===== src/rtl/fe_alarm_pkg.sv =====
package fe_alarm_pkg;

  localparam int N_EVT = 5;

  localparam int EVT_TX_IDLE  = 0;
  localparam int EVT_RX_CW    = 1;
  localparam int EVT_RX_IDLE  = 2;
  localparam int EVT_FIFO_NE  = 3;
  localparam int EVT_FIFO_OVF = 4;

  localparam int EDGE_RISE   = 0;
  localparam int EDGE_FALL   = 1;
  localparam int EDGE_STROBE = 2;

  typedef logic [N_EVT-1:0] evt_vec_t;

  function automatic int edge_kind(input int idx);
    if (idx == EVT_FIFO_NE)  return EDGE_FALL;
    if (idx == EVT_FIFO_OVF) return EDGE_STROBE;
    return EDGE_RISE;
  endfunction

  function automatic logic hist_reset(input int idx);
    return (idx == EVT_FIFO_NE) ? 1'b1 : 1'b0;
  endfunction

  // Set has priority over a clearing write in the same cycle.
  function automatic evt_vec_t latch_next(input evt_vec_t q, input evt_vec_t set_v,
                                          input evt_vec_t clr_v);
    return set_v | (q & ~clr_v);
  endfunction

  function automatic logic irq_reduce(input evt_vec_t q, input evt_vec_t mask,
                                      input logic master);
    return master & (|(q & mask));
  endfunction

endpackage


===== src/rtl/fe_edge_cell.sv =====
module fe_edge_cell
  import fe_alarm_pkg::*;
#(
  parameter int   MODE    = EDGE_RISE,
  parameter logic RST_VAL = 1'b0
) (
  input  logic clk,
  input  logic rst_n,
  input  logic live,
  output logic evt
);

  generate
    if (MODE == EDGE_STROBE) begin : g_strobe
      logic unused_clk;
      assign unused_clk = clk ^ rst_n;
      assign evt = live;
    end else begin : g_hist
      logic hist_q;
      always_ff @(posedge clk or negedge rst_n) begin
        if (!rst_n) hist_q <= RST_VAL;
        else        hist_q <= live;
      end
      if (MODE == EDGE_FALL) begin : g_fall
        assign evt = hist_q & ~live;
      end else begin : g_rise
        assign evt = live & ~hist_q;
      end
    end
  endgenerate

endmodule


===== src/rtl/fe_latch_bank.sv =====
module fe_latch_bank
  import fe_alarm_pkg::*;
(
  input  logic     clk,
  input  logic     rst_n,
  input  evt_vec_t set_evt,
  input  evt_vec_t clr_req,
  output evt_vec_t lat_q
);

  always_ff @(posedge clk or negedge rst_n) begin
    if (!rst_n) lat_q <= '0;
    else        lat_q <= latch_next(lat_q, set_evt, clr_req);
  end

endmodule


===== src/rtl/fe_irq_combine.sv =====
module fe_irq_combine
  import fe_alarm_pkg::*;
(
  input  evt_vec_t lat_q,
  input  evt_vec_t mask_q,
  input  logic     master,
  output logic     irq
);

  assign irq = irq_reduce(lat_q, mask_q, master);

endmodule


===== src/rtl/fe_alarm_irq_reg.sv =====
module fe_alarm_irq_reg
  import fe_alarm_pkg::*;
#(
  parameter int ADDR_W = 8,
  parameter int DATA_W = 8,
  parameter logic [ADDR_W-1:0] STAT_ADDR = 8'h62,
  parameter logic [ADDR_W-1:0] MASK_ADDR = 8'h63
) (
  input  logic              clk,
  input  logic              rst_n,
  input  logic              tx_idle,
  input  logic              rx_cw_det,
  input  logic              rx_idle,
  input  logic              rx_fifo_empty,
  input  logic              rx_fifo_ovf,
  input  logic              blk_en,
  input  logic [ADDR_W-1:0] host_addr,
  input  logic              host_wr,
  input  logic [DATA_W-1:0] host_wdata,
  output logic [DATA_W-1:0] host_rdata,
  output logic              irq
);

  localparam int PAD_W = DATA_W - N_EVT;

  evt_vec_t live_vec;
  evt_vec_t set_evt;
  evt_vec_t clr_req;
  evt_vec_t lat_q;
  evt_vec_t mask_q;
  logic     stat_hit;
  logic     mask_hit;
  logic     unused_wdata;

  assign live_vec[EVT_TX_IDLE]  = tx_idle;
  assign live_vec[EVT_RX_CW]    = rx_cw_det;
  assign live_vec[EVT_RX_IDLE]  = rx_idle;
  assign live_vec[EVT_FIFO_NE]  = rx_fifo_empty;
  assign live_vec[EVT_FIFO_OVF] = rx_fifo_ovf;

  genvar gi;
  generate
    for (gi = 0; gi < N_EVT; gi++) begin : g_edge
      fe_edge_cell #(
        .MODE    (edge_kind(gi)),
        .RST_VAL (hist_reset(gi))
      ) u_cell (
        .clk   (clk),
        .rst_n (rst_n),
        .live  (live_vec[gi]),
        .evt   (set_evt[gi])
      );
    end
  endgenerate

  assign stat_hit     = host_wr && (host_addr == STAT_ADDR);
  assign mask_hit     = host_wr && (host_addr == MASK_ADDR);
  assign clr_req      = stat_hit ? host_wdata[N_EVT-1:0] : '0;
  assign unused_wdata = ^host_wdata[DATA_W-1:N_EVT];

  fe_latch_bank u_latch (
    .clk     (clk),
    .rst_n   (rst_n),
    .set_evt (set_evt),
    .clr_req (clr_req),
    .lat_q   (lat_q)
  );

  always_ff @(posedge clk or negedge rst_n) begin
    if (!rst_n)        mask_q <= '0;
    else if (mask_hit) mask_q <= host_wdata[N_EVT-1:0];
  end

  always_comb begin
    host_rdata = '0;
    if (host_addr == STAT_ADDR)      host_rdata = {{PAD_W{1'b0}}, lat_q};
    else if (host_addr == MASK_ADDR) host_rdata = {{PAD_W{1'b0}}, mask_q};
  end

  fe_irq_combine u_irq (
    .lat_q  (lat_q),
    .mask_q (mask_q),
    .master (blk_en),
    .irq    (irq)
  );

endmodule


===== config.mk =====
export PLATFORM = sky130hd
export DESIGN_NAME = fe_alarm_irq_reg
export DESIGN_NICKNAME = d
export VERILOG_FILES = /design/src/rtl/fe_alarm_pkg.sv /design/src/rtl/fe_edge_cell.sv /design/src/rtl/fe_latch_bank.sv /design/src/rtl/fe_irq_combine.sv /design/src/rtl/fe_alarm_irq_reg.sv
export SDC_FILE = /design/constraint.sdc
export NUM_CORES = 1
export LEC_CHECK = 0
export BUFFER_PORTS_ARGS = -buffer_cell sky130_fd_sc_hd__buf_2
export CORE_MARGIN = 2
export CORE_UTILIZATION = 44
export DETAILED_ROUTE_END_ITERATION = 8
export PLACE_DENSITY_LB_ADDON = 0.05
export SYNTH_ARGS = -nofsm -noshare
export SYNTH_HDL_FRONTEND = slang
export SYNTH_SLANG_ARGS = --single-unit

===== constraint.sdc =====
create_clock -name clk -period 1.1 [get_ports clk]
set_input_delay 0.22 -clock clk [delete_from_list [all_inputs] [get_ports clk]]
set_output_delay 0.22 -clock clk [all_outputs]
set_load 0.05 [all_outputs]

==> impl_metrics.ini <==
[route]
routed_wl_mm = 1.682
wl_per_cell_um = 15.02
drtPass1Iterations = 4
drcViolationCount = 0
drtAntennaViolNets = 0
via_count = 603
via_per_inst = 5.384
dr.first_iter.drc_count = 18

[setup_path]
path_buf_inv = 1
criticalPathCategory = reg -> out
r2r_cells = 2
slowest_delay_ps = 450
path_cells = a222oi_1 -> a21boi_2 -> buf_6
cp_max_fo = 2
critPathArrivalTime_ps = 1390
path_delay_family = compound AO/OA/AOI/OAI gates
cp.required_ps = 880
worst-path-stages = 3
cp_slowest_cell = a222oi_1
cp-end-kind = output port
cp-start-kind = flip-flop

[yosys]
synth.yosys.warnings = 0
synth_cell_types = 19
synth_async_sr_flop_share_pct = 100.0
synth_top_family_by_area = multiplexers
ys_seq_area_share_pct = 49.13
synthFlopType = dfrtp_1
yosys_register_bits = 14
synthXorXnorAreaFrac_pct = 0
synth_compound_area_share_pct = 9.441
syn_area_sq_um = 715.7
synthAdderAreaFrac_pct = 0
synthMuxAreaShare_pct = 17.48
synth-simple-area-share_pct = 16.43
synth_edf_count = 0
avgSynthCellArea_sq_um = 12.56
syn_inst = 57

[cells_and_area]
drive_gt1_share_pct = 64.58
fin_util_pct = 74.30
mostFrequentLayoutCells = 19 x buf_2, 13 x dfrtp_1, 9 x buf_6
fin_area_sq_um = 1132
antennaDiodeCount = 0
syn_to_final_growth_pct = 58.22
final_common_cell = buf_2
nets = 122
finalNonFillerCells = 112

[pwr]
power.leakage_nw = 0.5272
p_total_mw = 1.131
p_per_area_nw_per_um2 = 999.1
ir_worst_vdd_uv = 551.6

[cts]
clockBufferDepth = 2
cts-htree-levels = 1
root_buffer = clkbuf_4
cts_tree = built
cts_sinks = 14
numCtsBuffers = 3
clk_latency_ps = 280
clk_pin_slew_ps = 80

[die]
pin_count = 34
core-area_sq_um = 1524
die_w_um = 44.33
start_util_pct = 46.96
dieArea_sq_um = 1965
row_count = 14
die_y_um = 44.33

[global_routing]
grt_usage_pct = 19.61
use_met3_pct = 6.939
grt_pass1_wl_mm = 2.649
antenna_found_initial = 0
grt_max_degree = 15
grt_pass1_vias = 596
grtUsageMet2_pct = 33.82
busiest_layer = met2
gr-total-overflow = 0
grt_use_met1_pct = 21.67

[placement]
placed_cell_area_sq_um = 957.2
io_buffers = 27
dp_slack_ps = -327.8
gp_congestion = 0.7420
dp.cells = 105
hpwl_mm = 1.158

[sta]
grt_setup_unrepaired = yes
fin_crit_sh_pct = 146.3
drv_slew = 0
final-hold-violation-count = 0
setup_slack_ps = -509.0
fin_setup_tns_ps = -1921
final-setup-viol-count = 6
max_freq_ghz = 0.6215
clock_skew_ps = 0.1179
hold-worst-slack_ps = 39.64
layout_min_cycle_time_ps = 1609

[run_status]
outcome = finished, violations left
violations = negative setup slack

[worst_hold_path]
hold_depth = 1
hp-class = in -> reg

[flow_run]
cap_violations = 0
==> power by group <==
group          internal [mW]  leakage (nW)  switching (mW)  total, mW
Combinational          0.105         0.348           0.115      0.221
Clock                  0.201        0.0210           0.166      0.367
Sequential             0.532         0.158          0.0107      0.543
==> layout make-up <==
| type | instances | area (sq um) |
|---|---|---|
| repair buffers | 38 | 289.0 |
| well taps | 16 | 20.02 |
| inverters | 4 | 15.01 |
| flip-flops and latches | 14 | 351.6 |
| fillers | 112 | 391.6 |
| multi-input cells | 36 | 420.4 |
| clock buffers | 4 | 36.28 |
==> state kept, by name, indices dropped and copies added, names as in the netlist <==
name,count
g_edge.u_cell.g_hist.hist_q,4
u_latch.lat_q,5
mask_q,5
==> synthesized netlist by cell type (all sizes together), types with 2 or more instances <==
master  number  area share (%)
a22o         4             4.9
and4bb       2             4.0
buf          5             4.9
dfrtp       13              45
inv          4             2.1
mux2         5              10
mux2i        5             7.0
nand3        2             3.1
nand4b       5             6.1
nor2         6             3.1
==> cells by family after synthesis <==
group	count (synthesis)
DFF	14
buffers and inverters	9
other	1
and+or+nand+nor	15
muxes	10
AOI/OAI and AO/OA	8
==> path summary, 6_finish.rpt <==
| kind | from | end | slack [ps] |
|---|---|---|---|
| worst max register to register | mask_q[4]$_DFFE_PN0P_ | mask_q[4]$_DFFE_PN0P_ | 190 |
| worst max-delay path | mask_q[3]$_DFFE_PN0P_ | irq | -510 |
| min in group asynchronous | rst_n | u_latch.lat_q[1]$_DFF_PN0_ | 350 |
| worst min register to register | g_edge[1].u_cell.g_hist.hist_q$_DFF_PN0_ | u_latch.lat_q[1]$_DFF_PN0_ | 560 |
| worst min-delay path | rx_fifo_empty | g_edge[3].u_cell.g_hist.hist_q$_DFF_PN1_ | 40 |
| max in group asynchronous | rst_n | g_edge[3].u_cell.g_hist.hist_q$_DFF_PN1_ | 470 |
==> routing by layer <==
layer | share of wire (%) | up-vias
met5 | 0 | -
met4 | 1.4 | 0
met3 | 7.3 | 4
met2 | 51 | 30
met1 | 40 | 286
li1 | - | 283
==> what timing repair did <==
action,CTS,global route
hold endpoints to repair,13,0
hold buffers,1,0
buffers inserted,2,1
resized for setup,22,7
pin swaps,6,3
endpoints found under the setup margin,6,11
Power figures use the tool's default switching activity.
